### src/rtl/bat_pkg.sv
// Shared parameters, entry types and word decoders for the block translator.
// Assumes a 32-bit address, with block bits starting at bit 17.
package bat_pkg;
    parameter int unsigned ADDR_W  = 32;
    parameter int unsigned BLK_LSB = 17;
    parameter int unsigned MASK_W  = 11;
    parameter int unsigned ENTRIES = 4;
    parameter int unsigned ATTR_W  = 4;

    localparam int unsigned IDX_W = ADDR_W - BLK_LSB;
    localparam int unsigned FIX_W = IDX_W - MASK_W;
    localparam int unsigned SEL_W = $clog2(ENTRIES);

    typedef enum logic [1:0] {
        PROT_NONE = 2'd0,
        PROT_RO   = 2'd1,
        PROT_RW   = 2'd2,
        PROT_RO2  = 2'd3
    } prot_e;

    typedef struct packed {
        logic [IDX_W-1:0]  eff_idx;
        logic [MASK_W-1:0] len_mask;
        logic              sup_ok;
        logic              usr_ok;
    } upper_t;

    typedef struct packed {
        logic [IDX_W-1:0]  phys_idx;
        logic [ATTR_W-1:0] attr;
        prot_e             prot;
    } lower_t;

    // Unpack an upper word into the match-side fields.
    function automatic upper_t decode_upper(input logic [ADDR_W-1:0] w);
        upper_t u;
        u.eff_idx  = w[ADDR_W-1:BLK_LSB];
        u.len_mask = w[MASK_W+1:2];
        u.sup_ok   = w[1];
        u.usr_ok   = w[0];
        return u;
    endfunction

    // Unpack a lower word into the translation-side fields.
    function automatic lower_t decode_lower(input logic [ADDR_W-1:0] w);
        lower_t l;
        l.phys_idx = w[ADDR_W-1:BLK_LSB];
        l.attr     = w[ATTR_W+2:3];
        l.prot     = prot_e'(w[1:0]);
        return l;
    endfunction
endpackage

### src/rtl/bat_regs.sv
// Entry storage: one upper and one lower register per entry.
// Assumes writes are single-cycle strobes. Reset clears every word,
// so no entry is valid after reset.
module bat_regs
    import bat_pkg::*;
(
    input  logic              clk,
    input  logic              rst_n,
    input  logic              we,
    input  logic [SEL_W-1:0]  entry,
    input  logic              upper_sel,
    input  logic [ADDR_W-1:0] wdata,
    output upper_t            up_q [ENTRIES],
    output lower_t            lo_q [ENTRIES]
);
    for (genvar g = 0; g < ENTRIES; g++) begin : g_ent
        // Load the selected word of this entry; clear on reset.
        always_ff @(posedge clk) begin
            if (!rst_n) begin
                up_q[g] <= '0;
                lo_q[g] <= '0;
            end else if (we && entry == SEL_W'(g)) begin
                if (upper_sel) up_q[g] <= decode_upper(wdata);
                else           lo_q[g] <= decode_lower(wdata);
            end
        end
    end
endmodule

### src/rtl/bat_match.sv
// Per-entry masked comparator with privilege qualification.
// Assumes the length mask is a thermometer code aligned to the low index bits.
module bat_match
    import bat_pkg::*;
(
    input  logic [ADDR_W-1:0]  ea,
    input  logic               sup,
    input  upper_t             up [ENTRIES],
    output logic [ENTRIES-1:0] hit_vec
);
    for (genvar g = 0; g < ENTRIES; g++) begin : g_cmp
        logic [IDX_W-1:0] care;
        logic             usable;
        // Compare only index bits not covered by the length mask.
        always_comb begin
            care       = ~{{FIX_W{1'b0}}, up[g].len_mask};
            usable     = sup ? up[g].sup_ok : up[g].usr_ok;
            hit_vec[g] = usable &&
                         (((ea[ADDR_W-1:BLK_LSB] ^ up[g].eff_idx) & care) == '0);
        end
    end
endmodule

### src/rtl/bat_select.sv
// Priority pick among matching entries, physical address composition
// and protection check. Purely combinational; the lowest index wins.
module bat_select
    import bat_pkg::*;
(
    input  logic [ENTRIES-1:0] hit_vec,
    input  upper_t             up [ENTRIES],
    input  lower_t             lo [ENTRIES],
    input  logic [ADDR_W-1:0]  ea,
    input  logic               is_wr,
    output logic [ENTRIES-1:0] grant,
    output logic               any_hit,
    output logic [ADDR_W-1:0]  pa,
    output logic [ATTR_W-1:0]  attr,
    output logic               viol
);
    logic [SEL_W-1:0] win;

    // Scan from the top down so the lowest matching entry is left standing.
    always_comb begin
        win   = '0;
        grant = '0;
        for (int i = ENTRIES - 1; i >= 0; i--) begin
            if (hit_vec[i]) begin
                win   = SEL_W'(i);
                grant = ENTRIES'(1) << i;
            end
        end
        any_hit = |hit_vec;
    end

    // Build the physical address and protection result from the winner.
    always_comb begin
        pa   = '0;
        attr = '0;
        viol = 1'b0;
        if (any_hit) begin
            pa[ADDR_W-1:ADDR_W-FIX_W] = lo[win].phys_idx[IDX_W-1:MASK_W];
            pa[BLK_LSB+MASK_W-1:BLK_LSB] = lo[win].phys_idx[MASK_W-1:0] |
                (ea[BLK_LSB+MASK_W-1:BLK_LSB] & up[win].len_mask);
            pa[BLK_LSB-1:0] = ea[BLK_LSB-1:0];
            attr = lo[win].attr;
            unique case (lo[win].prot)
                PROT_NONE: viol = 1'b1;
                PROT_RW:   viol = 1'b0;
                default:   viol = is_wr;
            endcase
        end
    end
endmodule

### src/rtl/bat_xlate.sv
// Top of the block translator: entry registers, comparators, selector
// and one output register stage. Lookups return one clock after sampling.
module bat_xlate
    import bat_pkg::*;
(
    input  logic              clk,
    input  logic              rst_n,
    input  logic              cfg_we,
    input  logic [1:0]        cfg_entry,
    input  logic              cfg_upper,
    input  logic [31:0]       cfg_wdata,
    input  logic [31:0]       ea_i,
    input  logic              sup_i,
    input  logic              wr_i,
    output logic              hit_o,
    output logic [31:0]       pa_o,
    output logic [3:0]        attr_o,
    output logic              viol_o
);
    upper_t             up_q [ENTRIES];
    lower_t             lo_q [ENTRIES];
    logic [ENTRIES-1:0] hit_vec;
    logic [ENTRIES-1:0] grant;
    logic               any_hit;
    logic [ADDR_W-1:0]  pa_c;
    logic [ATTR_W-1:0]  attr_c;
    logic               viol_c;

    bat_regs u_regs (
        .clk       (clk),
        .rst_n     (rst_n),
        .we        (cfg_we),
        .entry     (cfg_entry),
        .upper_sel (cfg_upper),
        .wdata     (cfg_wdata),
        .up_q      (up_q),
        .lo_q      (lo_q)
    );

    bat_match u_match (
        .ea      (ea_i),
        .sup     (sup_i),
        .up      (up_q),
        .hit_vec (hit_vec)
    );

    bat_select u_sel (
        .hit_vec (hit_vec),
        .up      (up_q),
        .lo      (lo_q),
        .ea      (ea_i),
        .is_wr   (wr_i),
        .grant   (grant),
        .any_hit (any_hit),
        .pa      (pa_c),
        .attr    (attr_c),
        .viol    (viol_c)
    );

    // Register the lookup result; clear on reset.
    always_ff @(posedge clk) begin
        if (!rst_n) begin
            hit_o  <= 1'b0;
            pa_o   <= '0;
            attr_o <= '0;
            viol_o <= 1'b0;
        end else begin
            hit_o  <= any_hit;
            pa_o   <= pa_c;
            attr_o <= attr_c;
            viol_o <= viol_c;
        end
    end

    AST_VIOL_WITH_HIT: assert property (@(posedge clk) disable iff (!rst_n)
        viol_o |-> hit_o);
    AST_MISS_QUIET: assert property (@(posedge clk) disable iff (!rst_n)
        !hit_o |-> (pa_o == '0 && attr_o == '0));
    AST_OFFSET_PASS: assert property (@(posedge clk) disable iff (!rst_n)
        hit_o |-> pa_o[BLK_LSB-1:0] == $past(ea_i[BLK_LSB-1:0]));
    AST_SINGLE_GRANT: assert property (@(posedge clk) disable iff (!rst_n)
        $onehot0(grant) && (any_hit == (grant != '0)));
endmodule

### config.mk
export PLATFORM = sky130hd
export DESIGN_NAME = bat_xlate
export DESIGN_NICKNAME = d
export VERILOG_FILES = /design/src/rtl/bat_pkg.sv /design/src/rtl/bat_regs.sv /design/src/rtl/bat_match.sv /design/src/rtl/bat_select.sv /design/src/rtl/bat_xlate.sv
export SDC_FILE = /design/constraint.sdc
export NUM_CORES = 1
export LEC_CHECK = 0
export BUFFER_PORTS_ARGS = -buffer_cell sky130_fd_sc_hd__clkbuf_2
export CORE_MARGIN = 8
export CORE_UTILIZATION = 63
export CTS_CLUSTER_SIZE = 40
export DETAILED_ROUTE_END_ITERATION = 10
export HOLD_SLACK_MARGIN = 0.12
export PLACE_DENSITY = 0.85
export SETUP_SLACK_MARGIN = 0.5
export SLEW_MARGIN = 20
export SYNTH_ARGS = -nofsm -noshare
export SYNTH_HDL_FRONTEND = slang
export SYNTH_SLANG_ARGS = --single-unit
### constraint.sdc
create_clock -name clk -period 7 [get_ports clk]
set_clock_uncertainty 0.15 [all_clocks]
set_input_delay 1.05 -clock clk [delete_from_list [all_inputs] [get_ports clk]]
set_output_delay 1.05 -clock clk [all_outputs]
set_load 0.03 [all_outputs]
**Word-level counts from Yosys, hierarchy flattened**

Index checks and enable logic that the tools add are counted.

- Flip-flop bits (word level): 234
- Input bits: 72
- Output and inout bits: 38
- Logic and storage cells: 92

- Magnitude comparators: 1
- Eq/ne operators: 4
- Muxes and demuxes: 15
- Bitwise operators: 16
- Reduce and logical (&&, ||, !) cells: 24

Operator list:

| kind | count |
|---|---|
| $and 15x15->15 | 4 |
| $logic_not 15->1 | 4 |
| $not 11->15 | 4 |
| $xor 15x15->15 | 4 |
| $bmux 28 s2 | 1 |
| $bmux 21 s2 | 1 |
| $mux 21 | 2 |
| $mux 13 | 2 |
| $reduce_and 2->1 | 9 |
| $and 11x11->11 | 1 |
| $or 11x11->11 | 1 |
| $logic_and 1x1->1 | 8 |
| $mux 2 | 4 |
| $eq 2x2->1 const B | 3 |
| $logic_not 2->1 | 2 |
| $mux 1 | 4 |
| $reduce_or 4->1 | 1 |
| $ge 3x3->1 const B | 1 |
| $not 2->3 | 1 |
| $eq 2x1->1 const B | 1 |
| $pmux 1 s2 | 1 |
| $not 1->1 | 1 |

**Logic depth before layout (Yosys ltp)**

Gate-level depths: netlist of the first run.

- Depth after elaboration: 14
- Depth in mapped cells: 11
- Mapped depth without buffers: 8

**Modules after synthesis**

From an unflattened synthesis of the first run, not the netlist that was laid out.

- Cells, all modules: 1069
- Area, all modules: 10393.7 sq um

Modules (own cells, without submodules):

| module | instances | cells an instance | area each (sq um) | seq. area each (sq um) |
|---|---|---|---|---|
| bat_regs | 1 | 673 | 7171.9 | 3923.8 |
| bat_select | 1 | 197 | 1275.0 | 0.0 |
| bat_xlate | 1 | 80 | 1037.2 | 760.7 |
| bat_match | 1 | 119 | 909.6 | 0.0 |

**Least setup slack after synthesis of the first run**

Ideal clock, no wire load.

- Path kind: input -> register
- Start point: input port ea_i[20]
- End point: register pa_o[18]
- Library setup time: 0.116 ns
- Data arrival time: 3.226 ns
- Data required time: 6.734 ns
- Path slack: 3.509 ns
- Stages on the path: 11
- Path buffers: 3
- Cell sequence: clkbuf_1 -> xnor2_1 -> o22ai_1 -> or4_4 -> nor4_4 -> o211a_1 -> buf_6 -> buf_6 -> mux2i_1 -> o211ai_2 -> and3_1

- Word-level cells in the longest chain between the ends: 14
- Elaborated cells between the ends (all ways): 31
- Those cells by class: mux: 10; bitwise: 11; reduce/logical: 10

Ends and longest elaborated chain:

| item | line | text |
|---|---|---|
| start, declared | bat_xlate.sv:12 | `input logic [31:0] ea_i,` |
| $xor 15x15->15 | bat_match.sv:19 | `(((ea[ADDR_W-1:BLK_LSB] ^ up[g].eff_idx) & care) == '0);` |
| $and 15x15->15 | bat_match.sv:19 |  |
| $logic_not 15->1 | bat_match.sv:19 |  |
| $logic_and 1x1->1 | bat_match.sv:18 | `hit_vec[g] = usable &&` |
| $mux 2 (4 in series) | bat_select.sv:24 | `if (hit_vec[i]) begin` |
| $not 2->3 (implied by the code) | bat_select.sv:39, bat_select.sv:40 |  |
| $bmux 28 s2 | bat_select.sv:40 | `(ea[BLK_LSB+MASK_W-1:BLK_LSB] & up[win].len_mask);` |
| $mux 13 (implied by the code) (2 in series) | bat_select.sv:40 |  |
| $and 11x11->11 | bat_select.sv:40 |  |
| $or 11x11->11 | bat_select.sv:39 | `pa[BLK_LSB+MASK_W-1:BLK_LSB] = lo[win].phys_idx[MASK_W-1:0] \|` |
| end signal, assigned | bat_xlate.sv:69 | `pa_o <= pa_c;` |
| end, declared | bat_xlate.sv:16 | `output logic [31:0] pa_o,` |

Parallel ways exist; a longest one is shown, timed or not. The select of a mux whose other input is x is not followed.
A chain may end at the register's enable or synchronous reset.

**Final worst setup path of the first run**

- Start point: input port ea_i[19]
- End point: register pa_o[21]

Same word-level chain as after synthesis.

==> out/qor.txt, run 1 <==
Status - complete, no violations
TritonCTS Sinks - 234
RSZ-0062 raised after global routing - false
Main area contributors after synthesis - dfxtp_1, nand2_1, a21boi_0
Chip width - 145 um
Final Hold Fails - 0
Distinct cells, synth - 38
DPL Wire Length - 18.6 mm
CP arrival - 4390 ps
Synth Area in Adders - 0%
Maximum VDD drop - 0.000168 V
Root buffer cell - clkbuf_16
Iter 0 DRT Violations - 729
Async S/R FF share, synth - 0%
# DRC - 0
Layout cells sized above 1 - 14.8%
Max transition margin - 21.0%
Setup tns final - 0 ps
Ratio of final minimum period to clock period - 59.0%
Top_reg_cell synth - dfxtp_1
Reg2Reg Setup Slack - 3240 ps
Critical path start-end classification - in2reg
First-pass GRT wire length - 45.9 mm
TritonCTS Buffers - 24
Top cell type's share of synthesized area - 44.7%
CTS hold repair buffers - 0
Most common cell in the netlist - nand2_1
Core ar. - 16400 um^2
Post-synth EDFFs - 0
Die height - 145 um
Post-Synth XOR/XNOR Area - 5.23%
Syn Nets - 1294
Via density - 5.78
Mapped Avg Cell Area - 8.58 um^2
Initial antenna violation count - 1
Max_cap viols - 0
Crit path capture type - flip-flop
Startpoint Class - input port
Mux cell area share after synthesis - 5.54%
Nets - 1335
Row count - 47
Synth top cells by count - nand2_1, dfxtp_1, a21boi_0
IO Count - 110
Worst-Margin Slew - 1190 ps
Cells after Synth - 1222
Clk_lat worst skew - 520 ps
GR Util All Layers - 26.6%
Clock Tree Buf Depth - 3
Combinational family with the most area after synthesis - compound AO/OA/AOI/OAI gates
Hold crit path type - reg2reg
Overflow after GRT - 0
Synth Area in Compound Gates - 19.3%
Total wire length - 28.7 mm
Max frequency - 242 MHz
Vias in the first global route - 8523
Die ar. - 21000 um^2
Final ANT Viol Nets - 0
Total number of H-tree levels - 1
Setup bufs post-CTS - 0
Via Count - 8679
Cell Area, Synth - 10500 um^2
Worst EP required - 7260 ps
Final Wtd Congestion - 0.852
Tot Pwr - 2.86 mW
Synthesis-to-finish area growth - 11.2%
Drt first pass iters - 5
# setup viols final - 0
Post-synthesis sequential area ratio - 44.7%
Leakage - 4.22 nW
Clk slew on worst S/H paths - 60 ps
Port bufs - 105
Flops & latches, synth - 234
Crit path max fanout - 61
Initial Util - 63.9%
Routed wire per std cell - 19.1 um
Final Max Slew Viols - 0
Yosys Warn Count - 0
Dominant cell type by area after synthesis - dfxtp_1
CTS tree - yes
Post-CTS sizing - 0
Final min period - 4130 ps
Largest net degree at the start of global routing - 101
Synth Area in Simple Gates - 18.9%
Power Dens Cells - 245 nW/um^2
## report_power, final
part / internal, mW / leakage [nW] / switching (mW)
combinational: 0.0694 / 1.93 / 0.112
clock: 0.778 / 0.404 / 0.530
sequential: 1.36 / 1.89 / 0.0153
## worst max-delay path, cell delays in order
cell and delay [ps]:
clkbuf_2 210, xnor2_2 130, o22ai_1 130, or4_4 600, nor4_4 390, o211a_4 960
mux2i_1 420, o211ai_1 140, and3_1 250
## worst paths after layout
kind / start / endpoint / depth (start not counted)
worst max-delay path: ea_i[19] / pa_o[21]$_SDFF_PN0_ / 9
worst min register to register: u_regs.lo_q[48]$_SDFFE_PN0P_ / u_regs.lo_q[48]$_SDFFE_PN0P_ / 2
worst min-delay path: u_regs.lo_q[48]$_SDFFE_PN0P_ / u_regs.lo_q[48]$_SDFFE_PN0P_ / 2
worst max register to register: u_regs.up_q[50]$_SDFFE_PN0P_ / pa_o[21]$_SDFF_PN0_ / 8
## cell usage in the layout (no fill, tap or decap), types with 13 or more instances in the layout
cell type,instances
and3_1,13
mux2i_1,49
clkbuf_16,25
dfxtp_1,234
o22ai_1,20
nand2_1,398
inv_1,20
nand3_1,15
xnor2_1,45
a21boi_0,196
clkbuf_2,104
buf_4,18
o211ai_1,22
and2_1,18
## sequential cells by signal, summed over array words and instances, names as in the netlist
name / cells
u_regs.up_q: 112
u_regs.lo_q: 84
pa_o: 32
attr_o: 4
hit_o: 1
viol_o: 1
## kinds of logic after synthesis
family | count (synthesis)
xor gates and xnor gates | 60
buffers and inverters | 127
muxes | 57
DFF | 234
AOI/OAI and AO/OA | 263
and+or+nand+nor | 481
## cell type report
cell class	count	area [um^2]
clock inverter	10	106
sequential	234	4680
inverter	20	75.1
multi-input combinational	861	5160
timing repair buffer	122	656
antenna	1	2.50
fill	1230	4750
tap	220	275
clock buffer	33	706
## per-layer routing
metal | vias up | part of all wire [%] | global-route usage (%)
li1 | 4106 | - | -
met1 | 4125 | 41 | 33.0
met2 | 383 | 48 | 45.0
met3 | 65 | 8.1 | 4.91
met4 | 0 | 3.6 | 10.5
met5 | - | 0 | 0
## stage by stage
stage | cell area [um^2] | setup slack (ps) | instances | hold slack [ps] | utilization, %
finish | 11700 | 2870 | 1501 | 315 | 71.1
global route | 11700 | 2860 | 1501 | 337 | 71.1
CTS | 11700 | 2980 | 1500 | 316 | 71.1
detailed placement | 10800 | 2470 | 1457 | 308 | 66.1
global placement | 10800 | 2500 | 1457 | 298 | 66.1
floorplan | 10500 | 3510 | 1222 | 288 | -
No activity file was read; power rests on OpenSTA's default activity.
==> inputs of run 2 (changes only) <==
--- a/config.mk
+++ b/config.mk
@@ -5,13 +5,14 @@
 export SDC_FILE = /design/constraint.sdc
 export NUM_CORES = 1
 export LEC_CHECK = 0
+export ABC_AREA = 1
 export BUFFER_PORTS_ARGS = -buffer_cell sky130_fd_sc_hd__clkbuf_2
 export CORE_MARGIN = 8
-export CORE_UTILIZATION = 63
+export CORE_UTILIZATION = 59
 export CTS_CLUSTER_SIZE = 40
 export DETAILED_ROUTE_END_ITERATION = 10
 export HOLD_SLACK_MARGIN = 0.12
-export PLACE_DENSITY = 0.85
+export PLACE_DENSITY = 0.8
 export SETUP_SLACK_MARGIN = 0.5
 export SLEW_MARGIN = 20
 export SYNTH_ARGS = -nofsm -noshare
==> constraint.sdc (replaced) <==
create_clock -name clk -period 4.3 [get_ports clk]
set_clock_uncertainty 0.15 [all_clocks]
set_input_delay 0.645 -clock clk [delete_from_list [all_inputs] [get_ports clk]]
set_output_delay 0.645 -clock clk [all_outputs]
set_load 0.03 [all_outputs]
==> run 2 against run 1 <==
Against the previous run: core utilization decreased by 4.2 points; worst hold slack worse by 130 ps; first-iteration DRC count is 7.0% higher; final area shrank 2.2%; critical endpoint is now viol_o$_SDFF_PN0_; highest routed layer unchanged.
==> out/qor.txt, run 2 <==
Design area - 11400 um^2 (-2.2%)
Register area - 4680 um^2 (unchanged)
TritonCTS Buffers - 24 (unchanged)
Synth top cells by count - dfxtp_1, a21oi_1, nand2_1
Routed wire per std cell - 16.0 um (-16%)
Cells after Synth - 1423 (+16%)
Vias in the first global route - 8530 (+0.082%)
Worst-Margin Slew - 977 ps (-208 ps)
Main area contributors after synthesis - dfxtp_1, a21oi_1, o21ai_0
Pre-CTS WS - 1180 ps (-1290 ps)
Post-synth EDFFs - 0 (unchanged)
Final min period - 2670 ps
Crit path from - u_regs.up_q[85]$_SDFFE_PN0P_
CP arrival - 2900 ps (-1490 ps)
Async S/R FF share, synth - 0% (unchanged)
Ratio of final minimum period to clock period - 62.1%
Placed inst area - 10600 um^2 (-2.0%)
Final Max Slew Viols - 0 (unchanged)
Overflow after GRT - 0 (unchanged)
Clk_lat worst skew - 510 ps (about the same)
Clock Tree Buf Depth - 3 (unchanged)
Status - complete, no violations
Post-CTS sizing - 0 (unchanged)
Maximum VDD drop - 0.000270 V (+61%)
Core ar. - 17100 um^2 (+4.0%)
CTS hold repair buffers - 0 (unchanged)
CTS tree - yes
Max frequency - 374 MHz
Hold crit path type - in2reg
Tot Pwr - 4.65 mW (+62%)
# DRC - 0 (unchanged)
Syn Nets - 1495 (+16%)
TritonCTS Sinks - 234 (unchanged)
Footprint of the multi-input gates - 4340 um^2 (-16%)
Total number of H-tree levels - 1 (unchanged)
RSZ-0062 raised after global routing - false
Post-synthesis sequential area ratio - 46.3% (+1.6 points)
Worst EP required - 4530 ps (-2730 ps)
Max_cap viols - 0 (unchanged)
Max transition margin - 34.5% (+13 points)
Clk slew on worst S/H paths - 60 ps (about the same)
Top cell type's share of synthesized area - 46.3% (+1.6 points)
Setup ws final - 1630 ps (-1240 ps)
First-pass GRT wire length - 43.9 mm (-4.4%)
Critical R2R Launch - u_regs.up_q[85]$_SDFFE_PN0P_
Reg with most FFs - u_regs.up_q
Crit path max fanout - 20 (-67%)
Final Hold Fails - 0 (unchanged)
Row count - 48 (+2.1%)
Via Count - 9385 (+8.1%)
Mapped Avg Cell Area - 7.12 um^2 (-17%)
Most common cell in the netlist - dfxtp_1
Initial Util - 59.4% (-4.5 points)
Max reg flops - 112 (unchanged)
Nets - 1556 (+17%)
Cell Area, Synth - 10100 um^2 (-3.4%)
# setup viols final - 0 (unchanged)
Leakage - 4.86 nW (+15%)
Most frequent cells in the layout - dfxtp_1, a21oi_1, nand2_1
Drt first pass iters - 5 (unchanged)
Dpl cells - 1683 (+16%)
Power Dens Cells - 408 nW/um^2 (+66%)
Chip width - 147 um (+1.4%)
Total wire length - 27.6 mm (-3.9%)
Commonest non-fill, non-tap cell in the layout - dfxtp_1
Dominant cell type by area after synthesis - dfxtp_1
Startpoint Class - flip-flop
FILL cells - 1454 (+18%)
Die ar. - 21600 um^2 (+2.8%)
Distinct cells, synth - 27 (-29%)
Largest net degree at the start of global routing - 78 (-23%)
Iter 0 DRT Violations - 780 (+7.0%)
Final ANT Viol Nets - 0 (unchanged)
Hold Crit Start - ea_i[11]
Root buffer cell - clkbuf_16
Port bufs - 105 (unchanged)
Initial antenna violation count - 0 (-1)
Top Registers - u_regs.up_q: 112 flops, u_regs.lo_q: 84 flops, pa_o: 32 flops
Die height - 147 um (+1.4%)
IO Count - 110 (unchanged)
Final cell count without fillers - 1726 (+15%)
Flops & latches, synth - 234 (unchanged)
Critical path start-end classification - reg2reg
Layout cells sized above 1 - 13.5% (-1.4 points)
Crit path capture type - flip-flop
Final Wtd Congestion - 0.886 (+4.0%)
Via density - 5.44 (-6.0%)
Setup bufs post-CTS - 0 (unchanged)
Yosys Warn Count - 0 (unchanged)
DPL Wire Length - 17.1 mm (-7.8%)
GR Util All Layers - 24.6% (-2.0 points)
Synthesis-to-finish area growth - 12.6%
Setup tns final - 0 ps (unchanged)
Diode count - 0 (-1)
Top_reg_cell synth - dfxtp_1
run 2: changes by cell type in the layout (fill, tap and decap cells not counted), sizes merged, moves of 18 or more:
cell	change
a21oi	+216
nand2	-201
a21boi	-196
o21ai	+192
nor2	+167
inv	+155
nand3	+106
mux2i	-49
xnor2	-46
o211ai	-31
o22ai	-20
and2	-18
run 2: cell families (layout without fill, tap and decap cells):
kind of cell,count (synthesis),in the layout,share of synthesized area (%)
buffers and inverters,266,344,11.0
AO/OA/AOI/OAI,410,410,20.8
XOR/XNOR,7,7,0.606
AND/OR/NAND/NOR,506,506,21.3
flip-flops,234,234,46.3
run 2: worst paths after layout:
check / endpoint / slack [ps] / cells after the start
setup reg to reg: viol_o$_SDFF_PN0_ / 1630 / 11
setup / recovery: viol_o$_SDFF_PN0_ / 1630 / 11
hold / removal: pa_o[11]$_SDFF_PN0_ / 180 / 3
hold reg to reg: u_regs.lo_q[73]$_SDFFE_PN0P_ / 300 / 2
run 2: report_power, final:
group	leakage [nW]	internal [mW]	switching (mW)	total [mW]
sequential	1.90	2.23	0.0309	2.26
combinational	2.57	0.118	0.245	0.363
clock	0.385	1.19	0.831	2.02
total	4.86	3.54	1.11	4.65
run 2: metrics by stage:
stage / utilization [%] / hold WS [ps]
3_3_place_gp: 62.3 / 282
4_1_cts: 66.9 / 167
3_5_place_dp: 62.3 / 286
5_1_grt: 66.9 / 176
6_report: 66.9 / 181
2_1_floorplan: - / 270
run 2: metal layers:
| layer | global-route usage (%) | routed length, um | part of all wire (%) | vias up |
|---|---|---|---|---|
| li1 | - | - | - | 4704 |
| met5 | 0 | 0 | 0 | - |
| met4 | 8.47 | 784 | 2.8 | 0 |
| met2 | 40.1 | 12900 | 47 | 349 |
| met3 | 4.15 | 2130 | 7.7 | 59 |
| met1 | 32.5 | 11800 | 43 | 4273 |
run 2: worst max-delay path: stages (launching register included):
cell and delay [ps]:
dfxtp_1 310, inv_1 40, nand2_1 40, o21ai_0 110, nor3_1 400, nand2_1 120, nor2_2 150, nor2_2 60
nand2_2 380, clkinv_1 460, nand3_1 220, a21oi_1 100
run 2: cell type report:
class                           count  share of cell area [%]
Tap cell                          225                    2.47
Clock inverter                      8                   0.571
Timing Repair Buffer              122                    5.75
Sequential cell                   234                    41.1
Clock buffer                       35                    6.17
Multi-Input combinational cell    923                    38.1
Inverter                          179                    5.89
